==> config.mk <==
export PLATFORM = sky130hd
export DESIGN_NAME = storeBuffer
export DESIGN_NICKNAME = d
export VERILOG_FILES = /design/src/rtl/storeBufPkg.sv /design/src/rtl/storeBufData.sv /design/src/rtl/storeBufCtrl.sv /design/src/rtl/storeBuffer.sv
export SDC_FILE = /design/constraint.sdc
export NUM_CORES = 2
export LEC_CHECK = 0
export BUFFER_PORTS_ARGS = -buffer_cell sky130_fd_sc_hd__buf_2
export CAP_MARGIN = 20
export CORE_UTILIZATION = 55
export DETAILED_ROUTE_END_ITERATION = 7
export MAX_ROUTING_LAYER = met4
export PLACE_DENSITY = 0.74
export SYNTH_ARGS = -nofsm -noshare
export SYNTH_HDL_FRONTEND = slang
export SYNTH_HIERARCHICAL = 1
export SYNTH_SLANG_ARGS = --single-unit
==> constraint.sdc <==
create_clock -name clk -period 7.6 [get_ports clk]
set_clock_uncertainty 0.2 [all_clocks]
set_input_delay 1.14 -clock clk [delete_from_list [all_inputs] [get_ports clk]]
set_output_delay 1.14 -clock clk [all_outputs]
set_load 0.005 [all_outputs]
==> src/rtl/storeBufPkg.sv <==
package storeBufPkg;

  // control -> datapath write strobes
  typedef struct packed {
    logic alloc;   // write a new entry at the tail slot
    logic merge;   // fold the store into the youngest matching entry
  } strobeT;

  // datapath -> control lookup results
  typedef struct packed {
    logic ldHit;      // some live entry matches the load address
    logic ldFull;     // youngest load match has every byte enabled
    logic stHit;      // some live entry matches the store address
    logic stHitHead;  // youngest store match is the oldest entry
  } matchT;

endpackage

==> src/rtl/storeBufData.sv <==
module storeBufData
  import storeBufPkg::*;
#(
  parameter int DEPTH = 8,
  parameter int AW    = 16,
  parameter int DW    = 32,
  parameter int PTR_W = $clog2(DEPTH),
  parameter int MW    = DW / 8
) (
  input  logic             clk,
  input  logic             rstN,
  input  strobeT           strb,
  input  logic [PTR_W-1:0] headIdx,
  input  logic [PTR_W-1:0] tailIdx,
  input  logic [DEPTH-1:0] liveVec,
  input  logic [AW-1:0]    stAddr,
  input  logic [DW-1:0]    stData,
  input  logic [MW-1:0]    stMask,
  input  logic [AW-1:0]    ldAddr,
  output matchT            match,
  output logic [DW-1:0]    fwdData,
  output logic [AW-1:0]    headAddr,
  output logic [DW-1:0]    headData,
  output logic [MW-1:0]    headMask
);

  logic [AW-1:0] entAddr [DEPTH];
  logic [DW-1:0] entData [DEPTH];
  logic [MW-1:0] entMask [DEPTH];

  logic [DEPTH-1:0] ldMatchVec;
  logic [DEPTH-1:0] stMatchVec;
  logic [PTR_W-1:0] ldSel;
  logic [PTR_W-1:0] stSel;
  logic             ldAny;
  logic             stAny;
  logic [DW-1:0]    mergedData;

  // per-entry address compare, gated by liveness
  for (genvar i = 0; i < DEPTH; i++) begin : gCmp
    assign ldMatchVec[i] = liveVec[i] && (entAddr[i] == ldAddr);
    assign stMatchVec[i] = liveVec[i] && (entAddr[i] == stAddr);
  end

  // walk from oldest to youngest, last match wins (youngest)
  always_comb begin
    ldAny = 1'b0;
    stAny = 1'b0;
    ldSel = headIdx;
    stSel = headIdx;
    for (int k = 0; k < DEPTH; k++) begin
      logic [PTR_W-1:0] idx;
      idx = headIdx + PTR_W'(k);
      if (ldMatchVec[idx]) begin
        ldAny = 1'b1;
        ldSel = idx;
      end
      if (stMatchVec[idx]) begin
        stAny = 1'b1;
        stSel = idx;
      end
    end
  end

  // byte-lane merge of the store into its target entry
  for (genvar b = 0; b < MW; b++) begin : gLane
    assign mergedData[8*b +: 8] = stMask[b] ? stData[8*b +: 8]
                                            : entData[stSel][8*b +: 8];
  end

  always_ff @(posedge clk or negedge rstN) begin
    if (!rstN) begin
      for (int i = 0; i < DEPTH; i++) begin
        entAddr[i] <= '0;
        entData[i] <= '0;
        entMask[i] <= '0;
      end
    end else begin
      if (strb.alloc) begin
        entAddr[tailIdx] <= stAddr;
        entData[tailIdx] <= stData;
        entMask[tailIdx] <= stMask;
      end else if (strb.merge) begin
        entData[stSel] <= mergedData;
        entMask[stSel] <= entMask[stSel] | stMask;
      end
    end
  end

  assign match.ldHit     = ldAny;
  assign match.ldFull    = &entMask[ldSel];
  assign match.stHit     = stAny;
  assign match.stHitHead = (stSel == headIdx);

  assign fwdData  = entData[ldSel];
  assign headAddr = entAddr[headIdx];
  assign headData = entData[headIdx];
  assign headMask = entMask[headIdx];

endmodule

==> src/rtl/storeBufCtrl.sv <==
module storeBufCtrl
  import storeBufPkg::*;
#(
  parameter int DEPTH = 8,
  parameter int PTR_W = $clog2(DEPTH),
  parameter int CNT_W = PTR_W + 1
) (
  input  logic             clk,
  input  logic             rstN,
  input  logic             stValid,
  input  logic             ldValid,
  input  logic             memReqReady,
  input  matchT            match,
  output strobeT           strb,
  output logic [PTR_W-1:0] headIdx,
  output logic [PTR_W-1:0] tailIdx,
  output logic [DEPTH-1:0] liveVec,
  output logic             stReady,
  output logic             ldReady,
  output logic             ldFwd,
  output logic             memReqValid,
  output logic             memReqWrite
);

  logic [CNT_W-1:0] count;
  logic full;
  logic empty;
  logic fwdOk;
  logic readReq;
  logic drainReq;
  logic pop;
  logic stAcc;
  logic doMerge;
  logic doAlloc;

  assign full  = (count == CNT_W'(DEPTH));
  assign empty = (count == '0);

  // liveness by age relative to the oldest slot
  for (genvar i = 0; i < DEPTH; i++) begin : gLive
    logic [PTR_W-1:0] age;
    assign age        = PTR_W'(i) - headIdx;
    assign liveVec[i] = ({1'b0, age} < count);
  end

  // port arbitration: loads first, writes when the port is free or full
  assign fwdOk    = ldValid && match.ldHit && match.ldFull;
  assign readReq  = ldValid && !match.ldHit && !full;
  assign drainReq = !empty && !readReq;
  assign pop      = drainReq && memReqReady;

  assign memReqValid = readReq || drainReq;
  assign memReqWrite = drainReq;
  assign ldFwd       = fwdOk;
  assign ldReady     = fwdOk || (readReq && memReqReady);

  // store side: merge unless the target is leaving this cycle
  assign stReady = !full;
  assign stAcc   = stValid && !full;
  assign doMerge = stAcc && match.stHit && !(pop && match.stHitHead);
  assign doAlloc = stAcc && !doMerge;

  assign strb.alloc = doAlloc;
  assign strb.merge = doMerge;

  always_ff @(posedge clk or negedge rstN) begin
    if (!rstN) begin
      count   <= '0;
      headIdx <= '0;
      tailIdx <= '0;
    end else begin
      if (pop)     headIdx <= headIdx + 1'b1;
      if (doAlloc) tailIdx <= tailIdx + 1'b1;
      case ({doAlloc, pop})
        2'b10:   count <= count + 1'b1;
        2'b01:   count <= count - 1'b1;
        default: count <= count;
      endcase
    end
  end

endmodule

==> src/rtl/storeBuffer.sv <==
module storeBuffer
  import storeBufPkg::*;
#(
  parameter int DEPTH = 8,
  parameter int AW    = 16,
  parameter int DW    = 32
) (
  input  logic            clk,
  input  logic            rstN,
  input  logic            stValid,
  input  logic [AW-1:0]   stAddr,
  input  logic [DW-1:0]   stData,
  input  logic [DW/8-1:0] stMask,
  output logic            stReady,
  input  logic            ldValid,
  input  logic [AW-1:0]   ldAddr,
  output logic            ldReady,
  output logic            ldFwd,
  output logic [DW-1:0]   ldData,
  output logic            memReqValid,
  output logic            memReqWrite,
  output logic [AW-1:0]   memReqAddr,
  output logic [DW-1:0]   memReqData,
  output logic [DW/8-1:0] memReqMask,
  input  logic            memReqReady
);

  localparam int PTR_W = $clog2(DEPTH);
  localparam int MW    = DW / 8;

  strobeT           strb;
  matchT            match;
  logic [PTR_W-1:0] headIdx;
  logic [PTR_W-1:0] tailIdx;
  logic [DEPTH-1:0] liveVec;
  logic [DW-1:0]    fwdData;
  logic [AW-1:0]    headAddr;
  logic [DW-1:0]    headData;
  logic [MW-1:0]    headMask;

  storeBufCtrl #(.DEPTH(DEPTH), .PTR_W(PTR_W)) uCtrl (
    .clk        (clk),
    .rstN       (rstN),
    .stValid    (stValid),
    .ldValid    (ldValid),
    .memReqReady(memReqReady),
    .match      (match),
    .strb       (strb),
    .headIdx    (headIdx),
    .tailIdx    (tailIdx),
    .liveVec    (liveVec),
    .stReady    (stReady),
    .ldReady    (ldReady),
    .ldFwd      (ldFwd),
    .memReqValid(memReqValid),
    .memReqWrite(memReqWrite)
  );

  storeBufData #(.DEPTH(DEPTH), .AW(AW), .DW(DW), .PTR_W(PTR_W), .MW(MW)) uData (
    .clk     (clk),
    .rstN    (rstN),
    .strb    (strb),
    .headIdx (headIdx),
    .tailIdx (tailIdx),
    .liveVec (liveVec),
    .stAddr  (stAddr),
    .stData  (stData),
    .stMask  (stMask),
    .ldAddr  (ldAddr),
    .match   (match),
    .fwdData (fwdData),
    .headAddr(headAddr),
    .headData(headData),
    .headMask(headMask)
  );

  // memory port mux: write carries the oldest entry, read carries the load
  assign memReqAddr = memReqWrite ? headAddr : ldAddr;
  assign memReqData = memReqWrite ? headData : '0;
  assign memReqMask = memReqWrite ? headMask : '0;
  assign ldData     = ldFwd ? fwdData : '0;

endmodule

* Word-level counts from Yosys, hierarchy flattened *
Index checks and enable logic that the tools add are counted.

storage, ports and cells
  memories = 0
  output and inout port bits = 89
  register bits after elaboration = 426
  ROM bits = 0
  bits in latches = 0
  memory bits (writable) = 0
  word-level logic and storage cells = 245
  input port bits = 73

cells by class
  magnitude comparators = 22
  multiplexer cells = 111
  multiply operators = 0
  add/sub/neg operators = 18
  bitwise gates (word level) = 5
  divide/modulo/power cells = 0
  equality and inequality tests = 20
  shifts and indexed selects = 0
  reduce and logical (&&, ||, !) cells = 42

operators with widths
  kind                   number
  $bwmux W256            2
  $mux W256              2
  $mux W32               12
  $bmux W32 S3           3
  $eq A16 B16 Y1         16
  $demux W32 S3          2
  $bwmux W128            1
  $bwmux W32             2
  $mux W16               4
  $bmux W1 S3            16
  $bmux W16 S3           1
  $demux W16 S3          1
  $mux W3                14
  $bmux W4 S3            3
  $mux W4                9
  $lt A3 B4 Y1           8
  $lt A3 B4 Y1 const B   8
  $mux W1                32
  $mux W8                4
  $logic_and A1 B1 Y1    30
  $demux W4 S3           2
  $ge A4 B4 Y1 const B   4
  $not A3 Y4             4
  $add A3 B3 Y3 const B  4
  other kinds (19)       34

* Longest topological paths before layout *
  word-level depth = 26
  gate-level depth with buffers = 32
  mapped depth without buffers = 28

* By module *
Netlist, hierarchy kept.

modules (own cells, without submodules)
  module        times used  sequential area each (µm²)  area each (µm²)  cells an instance
  storeBufData  1           10410.0                     27933.0          2490
  storeBufCtrl  1           250.2                       1017.2           110
  storeBuffer   1           0.0                         726.9            93

* Least setup slack after synthesis *
OpenSTA, ideal clock, no wires.

  kind = reg-to-reg
  start point = register uCtrl.headIdx[1]
  end point = register uData/entAddr[117] (netlist name)
  period minus slack after synthesis = 6.675 ns
  buffers on the path = 12
  data required time = 7.275 ns
  library setup time = 0.125 ns
  slack = 0.925 ns
  arrival time = 6.351 ns
  stages on the path, launching flop included = 30
  cell sequence = dfrtp_1 > buf_4 > clkbuf_1 > inv_1 > clkbuf_1 > clkbuf_1 > clkbuf_1 > ha_1 > clkbuf_1 > clkinv_1 > clkbuf_1 > clkbuf_1 > a211oi_1 > o32ai_1 > nand4_1 > a31oi_2 > nor2_1 > xnor2_1 > and3_1 > nand2_1 > o32ai_2 > nand2_2 > inv_1 > buf_4 > clkbuf_1 > nand2b_1 > clkbuf_1 > nor3_1 > clkbuf_1 > mux2_2

RTL lines
  element                        line                RTL
  start, declared                storeBufCtrl.sv:15  output logic [PTR_W-1:0] headIdx,
  start signal, assigned         storeBufCtrl.sv:72  if (pop) headIdx <= headIdx + 1'b1;
  end signal, assigned by index  storeBufData.sv:80  entAddr[tailIdx] <= stAddr;
  end, declared                  storeBufData.sv:27  logic [AW-1:0] entAddr [DEPTH];

* Worst setup path in the final report *
  start point = register uCtrl.headIdx[1]
  end point = output ldData[10]

on the way
  elaborated cells on any way between the ends = 73
  classes of those cells = add/sub (15); order compare (8); mux (38); bitwise (1); reduce/logical (11)

RTL lines
  element                                         line                RTL
  $sub A1 B3 Y3 *                                 storeBufCtrl.sv:42  assign age = PTR_W'(i) - headIdx;
  $lt A3 B4 Y1 *                                  storeBufCtrl.sv:43  assign liveVec[i] = ({1'b0, age} < count);
  named net liveVec[0]                            storeBuffer.sv:35   logic [DEPTH-1:0] liveVec;
  $logic_and A1 B1 Y1 *                           storeBufData.sv:41  assign ldMatchVec[i] = liveVec[i] && (entAddr[i] == ldAddr);
  $bmux W1 S3                                     storeBufData.sv:54  if (ldMatchVec[idx]) begin
  $mux W1 (not written as such)                   storeBufData.sv:54
  $mux W3 (6 in series)                           storeBufData.sv:54
  $mux W3 *                                       storeBufData.sv:54
  $not A3 Y4 (not written as such) *              storeBufData.sv:95  assign fwdData = entData[ldSel];
  $bmux W32 S3 *                                  storeBufData.sv:95
  $mux W32 (not written as such) * (2 in series)  storeBufData.sv:95
  named net fwdData[10]                           storeBuffer.sv:36   logic [DW-1:0] fwdData;
  $mux W32 *                                      storeBuffer.sv:81   assign ldData = ldFwd ? fwdData : '0;
  end, declared                                   storeBuffer.sv:19   output logic [DW-1:0] ldData,

Mark *: on every way through the listed nets, which the timed path passes. The rest lies on a longest branch. The select of a mux whose other input is x is not followed.

==> key figures <==
Run status
  • Status: completed

Synth
  • Sequential area share after synthesis: 35.9%
  • Asr flop ratio synth: 100%
  • Synth Flop Type: dfrtp_1
  • Synth cell types: 91
  • Mapped Cells: 2693
  • Mapped Area: 29700 um^2
  • EDFF count, synth: 0
  • Yosys reg bits: 426
  • Warnings, synthesis: 6
  • Syn avg cell area: 11.0 um^2
  • Syn Nets: 2787

Floorplan
  • Die H: 234 um
  • Die area: 54900 um^2
  • Core area: 53000 um^2
  • Number of I/O pins: 162
  • DIE WIDTH: 234 um
  • Cell Rows: 84
  • Initial core utilization: 56.0%

Setup path
  • Critical path startpoint category: flip-flop
  • CP Capture Type: primary output
  • Delay-heaviest family, CP: compound AO/OA/AOI/OAI gates
  • Worst path cell trace: inv_1 -> ha_1 -> ha_1 -> a21o_1 -> a21oi_1 -> or2_2 -> nand2_1 -> nor4b_2 -> a32oi_1 -> buf_4 -> and2_1 -> a2111o_1 -> o21ai_0 -> a211oi_1 -> o22ai_4 -> buf_12 -> mux4_2 -> mux2_2 -> and2_1 -> buf_2
  • Setup Crit Path Kind: reg -> out
  • Critical path data arrival time: 6.00 ns
  • Required time of the critical path: 6.26 ns
  • Reg-to-Reg Start: uCtrl/count[1]
  • Slowest Stage Delay on Critical Path: 0.52 ns
  • Crit path launch: uCtrl/headIdx[1]
  • Worst Path Buf+Inv: 4
  • CP Max Fanout: 64
  • CP max stage cell: dfrtp_4

Global route
  • Vias in the first global route: 23700
  • GRT overflow: 0
  • Largest net degree at the start of global routing: 166
  • Global-route usage over all layers: 36.7%
  • First-pass GRT wire length: 147 mm
  • GR peak layer: met2
  • GR Layer Usage met1: 48.5%
  • Grt met2 use: 56.5%
  • Global routing usage on met3: 5.84%
  • Initial antenna violation count: 4

Run
  • Max-cap violations: 0

Routing
  • Post-DRT Antenna Nets: 0
  • # DRC: 0
  • Vias/cell: 6.68
  • Initial DRC count: 2639
  • WL/cell: 27.6 um
  • Detailed Routing Iterations Pass 1: 5
  • Post-detailed-routing wire length: 96.7 mm
  • Via count: 23400

Placement
  • Cell total after placement: 3411
  • DP Worst Slack: 0.431 ns
  • DP HPWL: 66.4 mm
  • Port bufs: 161
  • Final Wtd Congestion: 1.01

Finish
  • Fill count: 4272
  • Area Growth Syn to Fin: 10.6%
  • Most frequent cells in the layout: dfrtp_1 (423), nand2_1 (419), mux2_2 (302)
  • Layout cell share with drive strength beyond 1: 33.1%
  • Final core utilization: 62.0%
  • Commonest non-fill, non-tap cell in the layout: dfrtp_1
  • Nets: 2870
  • Layout Cells excl Fill: 3507

CTS
  • CTS tree: yes
  • Worst-Skew Late Latency: 0.62 ns
  • Worst-path clk slew: 0.06 ns
  • CTS Sinks: 426
  • Root buffer cell: clkbuf_16
  • Max clock buf depth: 3
  • CTS H-tree lvls: 2
  • CTS Buf Count: 50
  • CTS Hold Bufs: 0

Hold path
  • HP Class: reg -> reg
  • HP Start: uData/entData[140]

STA
  • Setup slack after layout: 0.258 ns
  • Max Clk Rate: 0.136 GHz
  • Final period util: 96.6%
  • Slew margin rel.: 28.8%
  • Pins Over Slew Limit: 0
  • WHS: 0.303 ns
  • Final hold violations: 0
  • Worst-Margin Slew: 1.07 ns
  • Post-layout minimum cycle time: 7.34 ns
  • Final setup fails: 0
==> flip-flops by register name, indices dropped and copies added, names as in the netlist <==
register	count
uCtrl/count	4
uCtrl/headIdx	3
uData/entMask	32
uCtrl/tailIdx	3
uData/entAddr	128
uData/entData	256
==> synth_stat cells (6+ instances only) <==
master | n | area (um^2)
clkbuf_1 | 85 | 319
buf_1 | 29 | 109
o21ai_1 | 6 | 30.0
nand2_1 | 419 | 1570
mux2_2 | 302 | 3400
nor4_1 | 20 | 125
mux2i_1 | 40 | 400
or2_2 | 12 | 75.1
buf_2 | 37 | 185
a21oi_1 | 77 | 385
a21o_1 | 44 | 330
buf_4 | 15 | 113
nor2_4 | 40 | 450
nor4b_1 | 6 | 52.6
inv_1 | 31 | 116
nand2b_1 | 7 | 43.8
and2_1 | 75 | 469
buf_6 | 27 | 304
nor4_4 | 8 | 170
ha_1 | 20 | 250
xor2_1 | 40 | 350
a32o_1 | 10 | 100
dfrtp_1 | 426 | 10700
o21ai_0 | 42 | 210
nor3_1 | 43 | 215
a21oi_2 | 15 | 131
mux2_4 | 15 | 225
a211oi_1 | 7 | 52.6
nor2_1 | 54 | 203
o22ai_1 | 15 | 93.8
nand3_1 | 45 | 225
and3_1 | 15 | 93.8
or3_1 | 6 | 37.5
xnor2_1 | 227 | 1990
mux2_1 | 55 | 619
a32oi_1 | 13 | 114
nand4_1 | 89 | 557
mux4_2 | 171 | 3850
==> area by class of cell <==
cell class              count  area, um^2  share of cell area, %
multi-input cells        2040       18000                   54.8
clock inverters            21         314                  0.957
clock buffers              70        1460                   4.44
well taps                 688         861                   2.62
diodes                      4        10.0                 0.0305
inverters                  33         124                  0.377
flip-flops and latches    426       10700                   32.5
repair buffers            225        1410                   4.29
==> routing by layer <==
layer / vias to the layer above / part of all wire (%)
li1: 9960 / -
met1: 12000 / 40
met2: 1248 / 47
met3: 248 / 8.6
met4: 0 / 4.3
met5: - / 0
==> metrics by stage <==
step	setup TNS, ns	instance area (um^2)
2_1_floorplan	0	29700
3_3_place_gp	0	31000
3_5_place_dp	0	31000
4_1_cts	0	32700
5_1_grt	-0.0791	32800
6_report	0	32800
==> repair_timing <==
item                       4_1_cts  5_1_grt
setup endpoints to repair       14       45
resized for setup                3        9
pin swaps                        0        2
setup buffers                    0        1
==> cell families (layout without fill, tap and decap cells) <==
logic type,count (synthesis),count (layout),synth area share [%]
AOI/OAI and AO/OA,292,292,6.93
xor gates and xnor gates,272,272,8.15
adders and majority gates,21,21,0.911
buffers and inverters,227,349,3.95
DFF,426,426,35.9
muxes,583,583,28.6
other,0,4,0
and+or+nand+nor,872,872,15.5
==> final timing paths <==
| path | endpoint | slack [ns] | cells after the start |
|---|---|---|---|
| hold / removal | uData/entData[140] | 0.30 | 1 |
| max in group asynchronous | uData/entData[213] | 5.35 | 2 |
| setup / recovery | ldData[10] | 0.26 | 20 |
| setup reg to reg | uData/entData[123] | 0.43 | 26 |
| min in group asynchronous | uData/entAddr[55] | 0.38 | 1 |
| hold reg to reg | uData/entData[140] | 0.30 | 1 |
Power is not shown: default switching activity piles up to over one toggle a cycle in this logic, so the estimate is an artifact.
